`config.mk`:
```
export PLATFORM = sky130hd
export DESIGN_NAME = tdm_codec_port
export DESIGN_NICKNAME = d
export VERILOG_FILES = /design/src/rtl/tdm_port_pkg.sv /design/src/rtl/tdm_frame_timer.sv /design/src/rtl/tdm_slot_seq.sv /design/src/rtl/tdm_index_file.sv /design/src/rtl/tdm_codec_port.sv
export SDC_FILE = /design/constraint.sdc
export NUM_CORES = 1
export LEC_CHECK = 0
export BUFFER_PORTS_ARGS = -buffer_cell sky130_fd_sc_hd__buf_2
export CAP_MARGIN = 10
export CORE_MARGIN = 2
export CORE_UTILIZATION = 63
export CTS_CLUSTER_SIZE = 8
export DETAILED_ROUTE_END_ITERATION = 8
export PLACE_DENSITY = 0.94
export SLEW_MARGIN = 15
export SYNTH_ARGS = -nofsm -noshare
export SYNTH_HDL_FRONTEND = slang
export SYNTH_SLANG_ARGS = --single-unit
```
`constraint.sdc`:
```
create_clock -name clk -period 5.7 [get_ports clk]
set_input_delay 0 -clock clk [delete_from_list [all_inputs] [get_ports clk]]
set_output_delay 0 -clock clk [all_outputs]
set_load 0.05 [all_outputs]
```
`src/rtl/tdm_port_pkg.sv`:
```
package tdm_port_pkg;
    // Shared constants and field positions of the control word.
    localparam int CW_W       = 16;
    localparam int RD_BIT     = 14;
    localparam int WR_BIT     = 13;
    localparam int IDX_LSB    = 8;
    localparam int IDX_W      = 4;
    localparam int DAT_W      = 8;
    localparam int NUM_IDX    = 1 << IDX_W;
    localparam int SEQ_SLOTS  = 6;
    localparam int CONC_SLOTS = 3;

    // True for index addresses that are not implemented.
    function automatic logic idx_invalid(input logic [IDX_W-1:0] idx);
        return (idx == 4'd11) || (idx == 4'd14) || (idx == 4'd15);
    endfunction
endpackage

```
`src/rtl/tdm_frame_timer.sv`:
```
// Frame divider for master operation. Counts bit clocks over one frame.
// Raises the frame sync in the last cycle of the frame, and requests a window
// start at the frame edge and, in two-sample mode, at the half-frame point.
// Assumes that frame_rate changes only between windows.
module tdm_frame_timer #(
    parameter int FRAME_BITS = 512
) (
    input  logic clk,
    input  logic rst_n,
    input  logic master,
    input  logic frame_rate,
    output logic fs_out,
    output logic start_req
);
    localparam int CNT_W = $clog2(FRAME_BITS);
    localparam logic [CNT_W-1:0] LAST = CNT_W'(FRAME_BITS - 1);
    localparam logic [CNT_W-1:0] MID  = CNT_W'(FRAME_BITS / 2 - 1);

    logic [CNT_W-1:0] fcnt;

    // Free-running position within the frame.
    always_ff @(posedge clk) begin
        if (!rst_n) fcnt <= '0;
        else        fcnt <= (fcnt == LAST) ? '0 : fcnt + 1'b1;
    end

    // Sync pulse and window requests, used only when master.
    always_comb begin
        fs_out    = master && (fcnt == LAST);
        start_req = master && ((fcnt == LAST) || (!frame_rate && fcnt == MID));
    end
endmodule

```
`src/rtl/tdm_slot_seq.sv`:
```
// Window sequencer. After a start it steps through three or six slots of
// WORD_W bits. It reports which kind of slot is active, raises the token in
// the last bit of the window, and says when the transmit register must load
// which output word. Starts that arrive while a window is running are ignored.
module tdm_slot_seq
    import tdm_port_pkg::*;
#(
    parameter int WORD_W = 16
) (
    input  logic       clk,
    input  logic       rst_n,
    input  logic       start,
    input  logic       mode_in,
    output logic       busy,
    output logic [2:0] slot,
    output logic       in_slot,
    output logic       out_slot,
    output logic       word_end,
    output logic       tso,
    output logic       load_tx,
    output logic [1:0] load_sel
);
    localparam int BIT_W = $clog2(WORD_W);
    localparam logic [BIT_W-1:0] LAST_BIT = BIT_W'(WORD_W - 1);

    logic             mode_q;
    logic [BIT_W-1:0] bitc;
    logic [2:0]       nxt;
    logic [2:0]       last_slot;
    logic [2:0]       sel_full;

    // Slot decode, token and transmit load timing.
    always_comb begin
        last_slot = mode_q ? 3'(CONC_SLOTS - 1) : 3'(SEQ_SLOTS - 1);
        nxt       = slot + 3'd1;
        word_end  = busy && (bitc == LAST_BIT);
        tso       = word_end && (slot == last_slot);
        in_slot   = busy && (mode_q || slot < 3'(CONC_SLOTS));
        out_slot  = busy && (mode_q || slot >= 3'(CONC_SLOTS));
        load_tx   = (start && !busy && mode_in)
                  || (word_end && !tso && (mode_q || nxt >= 3'(CONC_SLOTS)));
        sel_full  = !busy ? 3'd0 : (mode_q ? nxt : nxt - 3'(CONC_SLOTS));
        load_sel  = sel_full[1:0];
    end

    // Window state: idle or running, slot and bit position.
    always_ff @(posedge clk) begin
        if (!rst_n) begin
            busy   <= 1'b0;
            mode_q <= 1'b0;
            slot   <= '0;
            bitc   <= '0;
        end else if (!busy) begin
            if (start) begin
                busy   <= 1'b1;
                mode_q <= mode_in;
                slot   <= '0;
                bitc   <= '0;
            end
        end else if (word_end) begin
            busy <= !tso;
            slot <= tso ? 3'd0 : nxt;
            bitc <= '0;
        end else begin
            bitc <= bitc + 1'b1;
        end
    end
endmodule

```
`src/rtl/tdm_index_file.sv`:
```
// Indirect register table of NUM_IDX entries of DAT_W bits. Writes to invalid
// indexes are dropped. The read port is combinational.
module tdm_index_file
    import tdm_port_pkg::*;
(
    input  logic             clk,
    input  logic             rst_n,
    input  logic             wr_en,
    input  logic [IDX_W-1:0] wr_idx,
    input  logic [DAT_W-1:0] wr_dat,
    input  logic [IDX_W-1:0] rd_idx,
    output logic [DAT_W-1:0] rd_dat
);
    logic [DAT_W-1:0] mem [NUM_IDX];

    for (genvar i = 0; i < NUM_IDX; i++) begin : g_ent
        // One table entry, written only when addressed and valid.
        always_ff @(posedge clk) begin
            if (!rst_n) mem[i] <= '0;
            else if (wr_en && wr_idx == IDX_W'(i) && !idx_invalid(IDX_W'(i)))
                mem[i] <= wr_dat;
        end
    end

    // Read mux.
    always_comb rd_dat = mem[rd_idx];
endmodule

```
`src/rtl/tdm_codec_port.sv`:
```
// Top of the serial port. Combines the frame timer, the window sequencer and
// the index table with the receive and transmit shift registers.
// Assumes that mode inputs change only while no window is running, and that
// status and capture words are steady at the start of their slots.
module tdm_codec_port
    import tdm_port_pkg::*;
#(
    parameter int WORD_W      = 16,
    parameter int FRAME_SLOTS = 32
) (
    input  logic              clk,
    input  logic              rst_n,
    input  logic              master,
    input  logic              slot_mode,
    input  logic              frame_rate,
    input  logic              tsi,
    input  logic              sdi,
    input  logic [WORD_W-1:0] status_word,
    input  logic [WORD_W-1:0] cap_left,
    input  logic [WORD_W-1:0] cap_right,
    output logic              fs_out,
    output logic              tso,
    output logic              sdo,
    output logic              sdo_oe,
    output logic [WORD_W-1:0] ctrl_word,
    output logic [WORD_W-1:0] play_left,
    output logic [WORD_W-1:0] play_right
);
    localparam int FRAME_BITS = FRAME_SLOTS * WORD_W;

    logic              timer_start, start;
    logic              busy, in_slot, out_slot, word_end, load_tx;
    logic [2:0]        slot;
    logic [1:0]        load_sel;
    logic [WORD_W-1:0] rx_sh, rx_word, tx_sh, tx_word, readback;
    logic              rreq_q;
    logic [IDX_W-1:0]  idx_q;
    logic [DAT_W-1:0]  rd_dat;
    logic              cw_commit;

    tdm_frame_timer #(.FRAME_BITS(FRAME_BITS)) u_timer (
        .clk(clk), .rst_n(rst_n), .master(master), .frame_rate(frame_rate),
        .fs_out(fs_out), .start_req(timer_start)
    );

    // A master follows its own timer; a follower follows the token.
    always_comb start = master ? timer_start : tsi;

    tdm_slot_seq #(.WORD_W(WORD_W)) u_seq (
        .clk(clk), .rst_n(rst_n), .start(start), .mode_in(slot_mode),
        .busy(busy), .slot(slot), .in_slot(in_slot), .out_slot(out_slot),
        .word_end(word_end), .tso(tso), .load_tx(load_tx), .load_sel(load_sel)
    );

    // Received word as it completes, and the control-word commit strobe.
    always_comb begin
        rx_word   = {rx_sh[WORD_W-2:0], sdi};
        cw_commit = word_end && in_slot && slot == 3'd0;
    end

    tdm_index_file u_idx (
        .clk(clk), .rst_n(rst_n),
        .wr_en(cw_commit && rx_word[WR_BIT]),
        .wr_idx(rx_word[IDX_LSB +: IDX_W]), .wr_dat(rx_word[DAT_W-1:0]),
        .rd_idx(idx_q), .rd_dat(rd_dat)
    );

    // Receive shifter, word registers and latched read request.
    always_ff @(posedge clk) begin
        if (!rst_n) begin
            rx_sh      <= '0;
            ctrl_word  <= '0;
            play_left  <= '0;
            play_right <= '0;
            rreq_q     <= 1'b0;
            idx_q      <= '0;
        end else if (in_slot) begin
            rx_sh <= rx_word;
            if (word_end) begin
                case (slot)
                    3'd0: begin
                        ctrl_word <= rx_word;
                        rreq_q    <= rx_word[RD_BIT];
                        idx_q     <= rx_word[IDX_LSB +: IDX_W];
                    end
                    3'd1:    play_left  <= rx_word;
                    default: play_right <= rx_word;
                endcase
            end
        end
    end

    // Choice of the next outgoing word.
    always_comb begin
        readback                      = '0;
        readback[RD_BIT]              = 1'b1;
        readback[IDX_LSB +: IDX_W]    = idx_q;
        readback[DAT_W-1:0]           = rd_dat;
        case (load_sel)
            2'd0:    tx_word = (rreq_q && !idx_invalid(idx_q)) ? readback : status_word;
            2'd1:    tx_word = cap_left;
            default: tx_word = cap_right;
        endcase
    end

    // Transmit shifter: load at each output slot start, else shift MSB out.
    always_ff @(posedge clk) begin
        if (!rst_n)        tx_sh <= '0;
        else if (load_tx)  tx_sh <= tx_word;
        else if (out_slot) tx_sh <= {tx_sh[WORD_W-2:0], 1'b0};
    end

    // Pin drive.
    always_comb begin
        sdo_oe = out_slot;
        sdo    = out_slot && tx_sh[WORD_W-1];
    end
endmodule

```
Word-level counts from Yosys, hierarchy flattened
Memories as Yosys holds them, arrays and structs flattened. A register that Yosys moved wholly into a read port is not among the register bits.
Cells that the tools add are included.
{"block": "word_totals", "ff_bits": 102, "mem_bits_rw": 128, "wordCells": 183, "memories": 1}
{"name": "u_idx.mem", "words": 16, "width": 8, "read_ports": 1, "rd_clocked_by_memory_dff": 1, "write_ports": 16, "line_no": "tdm_index_file.sv:14", "rtl": "logic [DAT_W-1:0] mem [NUM_IDX];"}
{"block": "classes", "add_sub_neg": 4, "order_cmp": 3, "n_eq_ne": 22, "n_mux": 73, "n_bitwise": 16, "n_reduce_logical": 52}
{"cell": "2-to-1 mux 8 bit", "count": 13}
{"cell": "2-to-1 mux 16 bit", "count": 3}
{"cell": "2-to-1 mux 1 bit", "count": 44}
{"cell": "== test 4 bit, second input constant", "count": 9}
{"cell": "one-hot mux 16 bit (2 select lines)", "count": 1}
{"cell": "logical AND 1 bit", "count": 29}
{"cell": "2-to-1 mux 4 bit", "count": 5}
{"cell": "== test 4 x 3 -> 1 bit, second input constant", "count": 4}
{"cell": "2-to-1 mux 3 bit", "count": 5}
{"cell": "bitwise OR 1 bit", "count": 13}
{"cell": "adder 9 x 1 -> 9 bit, second input constant", "count": 1}
{"cell": "== test 9 x 8 -> 1 bit, second input constant", "count": 1}
{"cell": "== test 9 bit, second input constant", "count": 1}
{"cell": "AND reduction 3 bit", "count": 3}
{"cell": "== test 4 x 2 -> 1 bit, second input constant", "count": 2}
{"cell": "logical OR 1 bit", "count": 7}
{"cell": ">= comparator 3 x 2 -> 1 bit, second input constant", "count": 2}
{"cell": "adder 4 x 1 -> 4 bit, second input constant", "count": 1}
{"cell": "== test 4 x 1 -> 1 bit, second input constant", "count": 1}
{"cell": "logical NOT 1 bit", "count": 4}
{"cell": "logical NOT 4 bit", "count": 1}
{"cell": "2-to-1 mux 2 bit", "count": 2}
{"cell": "AND reduction 2 bit", "count": 2}
{"cell": "nonzero test 2 bit", "count": 2}
{"cell": "11 further kinds", "count": 14}

Depth between registers and ports, before layout
Gate-level depths: netlist (run 1).
{"block": "depth", "depth_word": 11, "mapped_depth": 10, "depth_no_buf": 9}

Modules after synthesis
A second synthesis (run 1) with hierarchy kept.
{"block": "hier_totals", "cells_unflattened": 880, "area_unflattened_um2": 9466.6}
{"mod": "tdm_index_file", "n_inst": 1, "cells_per_inst": 362, "area_each_um2": 4933.5, "seq_area_each_um2": 3123.0}
{"mod": "tdm_codec_port", "n_inst": 1, "cells_per_inst": 405, "area_each_um2": 3553.4, "seq_area_each_um2": 1581.5}
{"mod": "tdm_slot_seq", "n_inst": 1, "cells_per_inst": 68, "area_each_um2": 573.0, "seq_area_each_um2": 180.2}
{"mod": "tdm_frame_timer", "n_inst": 1, "cells_per_inst": 45, "area_each_um2": 406.6, "seq_area_each_um2": 180.2}

Worst setup path before layout (run 1)
OpenSTA, ideal clock, no wires.
{"block": "synth_path", "path_type": "register to register", "start": "register u_seq.bitc[0]", "end": "memory u_idx.mem[12][0] (enable)", "setup_time_ns": 0.387, "arrival_ns": 2.297, "t_required_ns": 5.313, "path_slack_ns": 3.016, "stages_incl_launch_ff": 8, "path_buffers": 2, "synth_period_minus_slack_ns": 2.684, "path_cell_list": "dfxtp_1 ha_1 nand4_1 a2111oi_4 buf_4 nand2_4 buf_4 o31ai_1"}
{"item": "start, declared", "line_no": "tdm_slot_seq.sv:27", "rtl": "logic [BIT_W-1:0] bitc;"}
{"item": "start signal, assigned", "line_no": "tdm_slot_seq.sv:65", "rtl": "bitc <= bitc + 1'b1;"}
{"item": "end, declared", "line_no": "tdm_index_file.sv:14"}

Final worst setup path (run 1)
{"block": "layout_path", "start": "register u_seq.slot[0]", "end": "register tx_sh[7]"}
{"block": "layout_between", "elab_chain_cells": 7}
{"item": "start, declared", "line_no": "tdm_slot_seq.sv:15", "rtl": "output logic [2:0] slot,"}
{"item": "start signal, assigned", "line_no": "tdm_slot_seq.sv:62", "rtl": "slot <= tso ? 3'd0 : nxt;"}
{"item": "adder 3 x 1 -> 3 bit / == test 3 bit (equally long branches)", "line_no": "tdm_slot_seq.sv:35, tdm_slot_seq.sv:37"}
{"item": "subtractor 2 bit / logical AND 1 bit (equally long branches)", "line_no": "tdm_slot_seq.sv:42, tdm_slot_seq.sv:37"}
{"item": "2-to-1 mux 2 bit / logical NOT 1 bit (equally long branches)", "line_no": "tdm_slot_seq.sv:42, tdm_slot_seq.sv:41"}
{"item": "2-to-1 mux 2 bit / logical AND 1 bit (equally long branches)", "line_no": "tdm_slot_seq.sv:42, tdm_slot_seq.sv:41"}
{"item": "== test 2 x 1 -> 1 bit (tied with other cells)", "line_no": "tdm_codec_port.sv:99", "rtl": "case (load_sel)"}
{"item": "one-hot mux 16 bit (2 select lines) / logical OR 1 bit (equally long branches)", "line_no": "tdm_codec_port.sv:99, tdm_slot_seq.sv:41"}
{"item": "2-to-1 mux 16 bit / nonzero test 2 bit (equally long branches)"}
{"item": "end signal, assigned", "line_no": "tdm_codec_port.sv:109", "rtl": "else if (load_tx) tx_sh <= tx_word;"}
{"item": "end signal, assigned", "line_no": "tdm_codec_port.sv:110", "rtl": "else if (out_slot) tx_sh <= {tx_sh[WORD_W-2:0], 1'b0};"}
{"item": "end, declared", "line_no": "tdm_codec_port.sv:35", "rtl": "logic [WORD_W-1:0] rx_sh, rx_word, tx_sh, tx_word, readback;"}
Parallel ways exist; a longest one is shown, timed or not.
A chain may end at the register's enable or synchronous reset.

==> results of run 1 <==
[layout make-up]
class	count	area (sq um)	area share
clock inverters	2	13.8	0.00124
inverters	21	78.8	0.00708
multi-input cells	643	4160	0.374
flip-flops and latches	205	5150	0.462
well taps	188	235	0.0211
repair buffers	126	718	0.0645
clock buffers	45	786	0.0705
[worst reg2reg max path, stage by stage (launching register included)]
cell and delay (ps):
dfxtp_1 610, inv_2 210, ha_1 840, or3b_4 470
a32oi_1 750, nand2_1 120, o211ai_1 110, dlygate4sd3_1 570
o311a_1 140, dlygate4sd3_1 530
[sequential cells by signal, indices dropped and copies added, names as in the netlist, named ones only]
| register | flops |
|---|---|
| tx_sh | 16 |
| u_idx.mem | 104 |
| u_seq.slot | 3 |
| play_left | 16 |
| rx_sh | 15 |
| ctrl_word | 16 |
| u_timer.fcnt | 9 |
| u_seq.busy | 1 |
| u_seq.bitc | 4 |
| u_seq.mode_q | 1 |
| play_right | 16 |
[routing by layer]
layer,GRT usage,up-vias,share of wire
met5,0,-,0
met4,0.147,0,0.048
met3,0.0614,128,0.11
met2,0.563,655,0.48
met1,0.437,3864,0.36
li1,-,3554,-
[through the flow]
stage                     cell area, sq um   util  worst slack (ps)  instances
after floorplan                       9740      -              3020        942
after global routing                 11100  0.736              1060       1230
after CTS                            11100  0.735              1380       1230
final                                11100  0.736              1290       1230
after global placement               10200  0.672              2100       1168
after detailed placement             10200  0.672              1810       1168
[cells by family after synthesis]
logic type / after synthesis
AO/OA/AOI/OAI: 185
XOR/XNOR: 4
adder cells (fa/ha/maj): 9
buffers and inverters: 94
flip-flops: 205
multiplexers: 68
AND/OR/NAND/NOR: 377
[synth_stat cells, types with 6 or more instances]
master and count:
edfxtp_1 104, buf_1 7, o22ai_1 8, o221ai_1 17, a22oi_1 12, buf_2 16
clkbuf_1 37, inv_1 20, o21ai_0 23, a22o_1 7, a221oi_1 13, nand2_1 151
ha_1 9, and2_1 55, mux2i_1 40, nand2b_1 8, mux4_2 17, a32o_1 6
a21oi_1 60, a311oi_1 11, buf_4 9, o311a_1 8, dfxtp_1 101, mux2_2 11
nand3_1 25, nor2_1 98
[worst max-delay path by stage]
stage / to / slack, ps / from
2_1_floorplan: u_idx.mem[12][0] / 3020 / u_seq.bitc[0]
3_3_place_gp: u_idx.mem[2][1] / 2100 / u_seq.busy
3_5_place_dp: u_idx.mem[2][1] / 1810 / u_seq.busy
4_1_cts: tx_sh[7] / 1380 / u_seq.slot[0]
5_1_grt: tx_sh[7] / 1060 / u_seq.slot[0]
6_report: tx_sh[7] / 1290 / u_seq.slot[0]
[power by group through the flow]
stage	Clock, mW	Combinational [mW]	Sequential (mW)
finish	1.54	0.173	1.61
global route	1.59	0.185	1.61
CTS	1.53	0.167	1.61
detailed placement	0	0.157	1.63
global placement	0	0.152	1.63
floorplan	0	0.108	1.62
[timing repair]
| action | CTS | global route |
|---|---|---|
| hold buffers | 15 | 0 |
| hold endpoints to repair | 14 | 0 |
| endpoints found under the setup margin | 0 | 0 |
==> metrics.txt, run 1 <==
Die X-Extent=128 um; Fin. Hold Viols=0; clk buf depth=3; PortBufs=106; startpoint types=flip-flop; DRC=0; CP dominant cell by count=dlygate4sd3_1; Crit Reg-Reg Startpoint=u_seq.slot[0]; R2R Path End=tx_sh[7]; CP max FO=24; post-synthesis cell count=942; crit path DAT=4870 ps; #FFs+latches synth=205; antenna fix cells=0; largest family of logic cells by synthesized area=simple AND/OR/NAND/NOR gates; CTS root buffer=clkbuf_16; core area=15100 sq um; CTS resizes=0; FILL cells=893; synth warn=0; Bufs and invs on worst path=3; Worst Hold Class=in2reg; Hold Path Stages=4; layout cells sized above 1=0.192; post-synthesis mux area share=0.0932; post-synth top area cell=edfxtp_1; Clock transition at path regs=50 ps; slowest stage cell, crit path=ha_1; Avg Cell Area, Syn=10.3 sq um; CP max stage delay=840 ps; most common flop cell mapped by yosys=edfxtp_1; final setup violation count=0; post-synth design cell area=9740 sq um; Netlist cell types=66; Initial Util=0.643; adder-cell area share of the yosys netlist=0.0116; leading cell type in the layout, fill and taps excluded=nand2_1; die height=128 um; largest net degree at the start of global routing=65; Fin Setup TNS=0 ps; sequential fraction of the synthesis area=0.528; hold_sp=master; RSZ-0062 raised after global routing=false; clock skew=27.8 ps; gpl congestion=0.920; switching pwr=0.733 mW; Slew @ Worst Pin=1150 ps; asr flop ratio synth=0; WHS=12.7 ps; initial antenna violation count=0; vias per cell=6.67; final wirelength=27700 um; final worst path period share=0.774; Max-slew headroom=0.228; XOR/XNOR share of the synthesized area=0.00360; Detailed Place HPWL=17800 um; Sw Share=0.221; pwr/cell area=298 nW/um^2; Crit. path cell count=9; Num CTS Buffers=29; Internal=2.58 mW; Slew Viols, Final=0; num rows=45; htree depth=1; Synth top area share=0.321; 1st-iter DRT viols=1209; Post-Syn Nets=1006; Die ar.=16500 sq um; Max VDD drop=299 uV; required time worst endpoint=6160 ps; Sink Count=205; routed len/inst=22.5 um; fmax=227 MHz; later-pin clock latency in the skew report=540 ps; CP top delay family=buffers and inverters; most frequent cells in the layout=151 x nand2_1, 106 x buf_2, 104 x edfxtp_1, 100 x dfxtp_1, 98 x nor2_1; post-synthesis compound-gate area fraction=0.133; Layout area overhead=14.4%; critical path endpoint category=flip-flop; setup slack, reg-to-reg=1290 ps; final critical-path required period=4410 ps; total power=3.32 mW; Leakage=4.20 nW; Worst Hold End=u_seq.mode_q; WS Path Type=reg2reg; EDFF count, synth=104; IO Pins=107; CTS tree=yes; Comb pwr share=0.052; layout net count=1090; setup bufs post-CTS=0; Via Count=8201; R2R cell count=9; vias in the first global route=7965; MaxCap Viol Count=0; ranking of synthesized cells by area=edfxtp_1 32%, dfxtp_1 21%, nand2_1 5.8%; GRT Total Usage=0.338; global-route wire length before repair=43100 um; Post-Synth Simple-Gate Area=0.185; Overflow after GRT=0; status=finished clean; crit-path cells=inv_2 > ha_1 > or3b_4 > a32oi_1 > nand2_1 > o211ai_1 > dlygate4sd3_1 > o311a_1 > dlygate4sd3_1; Clock power frac=0.463; First-pass DRT Iterations=8; Final ANT Viol Nets=0; Sequential Power Share=0.485
Power figures use the tool's default switching activity.
==> inputs of run 2 (changes only) <==
CORE_UTILIZATION = 59   (was 63)
PLACE_DENSITY = 0.89   (was 0.94)
clock period = 4.4 ns   (was 5.7 ns; I/O delays follow)
==> run 2 against run 1 <==
  * Largest power group unchanged
  * Sequential share of layout area is 0.57 points lower
  * Routed wire length down 0.71%
  * Critical path type unchanged
  * Worst setup slack lost 1100 ps
  * Critical path depth grew 1
==> metrics.txt, run 2 (same netlist as run 1, synthesis figures left out) <==
Sw Share=0.220 (-0.000661); Via Count=8261 (+0.73%); Layout area overhead=15.8%; DRC=0 (unchanged); RSZ-0062 raised after global routing=false; final setup violation count=0 (unchanged); 1st-iter DRT viols=981 (-19%); later-pin clock latency in the skew report=540 ps (about the same); final wirelength=27500 um (-0.71%); setup bufs post-CTS=0 (unchanged); Slew Viols, Final=0 (unchanged); CTS root buffer=clkbuf_16; Initial Util=0.609 (-0.0343); IO Pins=107 (unchanged); Final ANT Viol Nets=0 (unchanged); startpoint types=flip-flop; CTS resizes=0 (unchanged); Fin Setup TNS=0 ps (unchanged); Sink Count=205 (unchanged); MaxCap Viol Count=0 (unchanged); vias in the first global route=8092 (+1.6%); global-route wire length before repair=43100 um (about the same); gpl congestion=0.897 (-2.5%); num rows=46 (+2.2%); vias per cell=6.48 (-2.7%); slowest stage cell, crit path=a32oi_1; First-pass DRT Iterations=7 (-1); CP top delay family=buffers and inverters; final critical-path required period=4200 ps (-215 ps); most frequent cells in the layout=151 x nand2_1, 106 x buf_2, 104 x edfxtp_1, 100 x dfxtp_1, 98 x nor2_1; sequential cell area=5150 sq um (unchanged); status=finished clean; PortBufs=106 (unchanged); clk buf depth=3 (unchanged); final worst path period share=0.954 (+0.180); Sequential Power Share=0.483 (-0.002); Overflow after GRT=0 (unchanged); htree depth=1 (unchanged); setup slack, reg-to-reg=200 ps (-1080 ps); Multi-input gate area=4150 sq um (-0.24%); core area=16000 sq um (+5.6%); clock skew=14.2 ps (-13.6 ps); initial antenna violation count=0 (unchanged); Max-slew headroom=0.252 (+0.0244); CTS tree=yes; layout net count=1104 (+1.3%); Leakage=4.27 nW (+1.6%); max FFs per register=104 (unchanged); crit-path cells=inv_2 > ha_1 > buf_4 > nand3b_1 > a32oi_1 > nand2_1 > o211ai_1 > dlygate4sd3_1 > o311a_1 > dlygate4sd3_1; Detailed Place HPWL=17000 um (-4.1%); Slew @ Worst Pin=1120 ps (-24.4 ps); Die X-Extent=132 um (+3.2%); layout cells sized above 1=0.199 (+0.00749); required time worst endpoint=4860 ps (-1300 ps); Internal=3.36 mW (+30%); leading cell type in the layout, fill and taps excluded=nand2_1; switching pwr=0.950 mW (+29%); Max VDD drop=385 uV (+29%); antenna fix cells=0 (unchanged); critical path endpoint category=flip-flop; Clock power frac=0.463 (about the same); Worst Hold Class=in2reg; Num CTS Buffers=29 (unchanged); Bufs and invs on worst path=4 (+1); Placed Cells=1209 (+3.5%); hold_buf cts=16 (+1); crit path DAT=4660 ps (-210 ps); Core Util, Final=0.705 (-0.0305); Comb pwr share=0.054 (+0.002); Fin. Hold Viols=0 (unchanged); Clock transition at path regs=50 ps (about the same); Top reg by flops=u_idx.mem; FILL cells=1074 (+20%); fmax=238 MHz (+5.1%); largest net degree at the start of global routing=63 (-3.1%); total power=4.31 mW (+30%); WS Path Type=reg2reg; Final Non-Filler Cells=1274 (+3.6%); pwr/cell area=382 nW/um^2 (+28%); routed len/inst=21.6 um (-4.1%); CP dominant cell by count=dlygate4sd3_1; CP max stage delay=920 ps (+80 ps); Die ar.=17500 sq um (+6.6%); CP max FO=23 (-4.2%); die height=132 um (+3.2%); GRT Total Usage=0.309 (-0.0295)
run 2: stage by stage:
step                setup WS (ps)  hold WS, ps  area, sq um
floorplan                    1720          139         9740
global placement             1340          278        10300
detailed placement           1220          286        10300
CTS                           347         17.3        11300
global route                 17.6         56.5        11300
finish                        203         25.8        11300
run 2: worst paths after layout:
check                    end            start  cells past startpoint
max                 tx_sh[7]    u_seq.slot[0]                     10
max reg2reg         tx_sh[7]    u_seq.slot[0]                     10
min                 tx_sh[3]   status_word[3]                      4
min reg2reg  u_timer.fcnt[0]  u_timer.fcnt[0]                      1
run 2: power groups by stage:
| stage | Combinational [mW] | Clock, mW | Sequential [mW] |
|---|---|---|---|
| CTS | 0.227 | 2.00 | 2.08 |
| global route | 0.249 | 2.08 | 2.08 |
| detailed placement | 0.211 | 0 | 2.11 |
| finish | 0.233 | 1.99 | 2.08 |
| global placement | 0.207 | 0 | 2.11 |
| floorplan | 0.139 | 0 | 2.10 |
run 2: worst register-to-register path, cell delays in order, from the launching register on:
cell and delay [ps]:
dfxtp_1 620, inv_2 220, ha_1 350, buf_4 220, nand3b_1 230, a32oi_1 920
nand2_1 190, o211ai_1 130, dlygate4sd3_1 570, o311a_1 140, dlygate4sd3_1 560
run 2: area by class of cell:
| class | count | area share |
|---|---|---|
| clock inverters | 2 | 0.00122 |
| clock buffers | 47 | 0.0703 |
| well taps | 216 | 0.0240 |
| inverters | 21 | 0.00699 |
| multi-input cells | 643 | 0.368 |
| flip-flops and latches | 205 | 0.456 |
| repair buffers | 140 | 0.0732 |
run 2: per-layer routing:
layer  share of wire  up-vias  global-route usage
met5               0        -                   0
met4           0.054        0               0.164
met3            0.11      136              0.0582
met2            0.47      623               0.503
met1            0.36     3916               0.393
li1                -     3586                   -
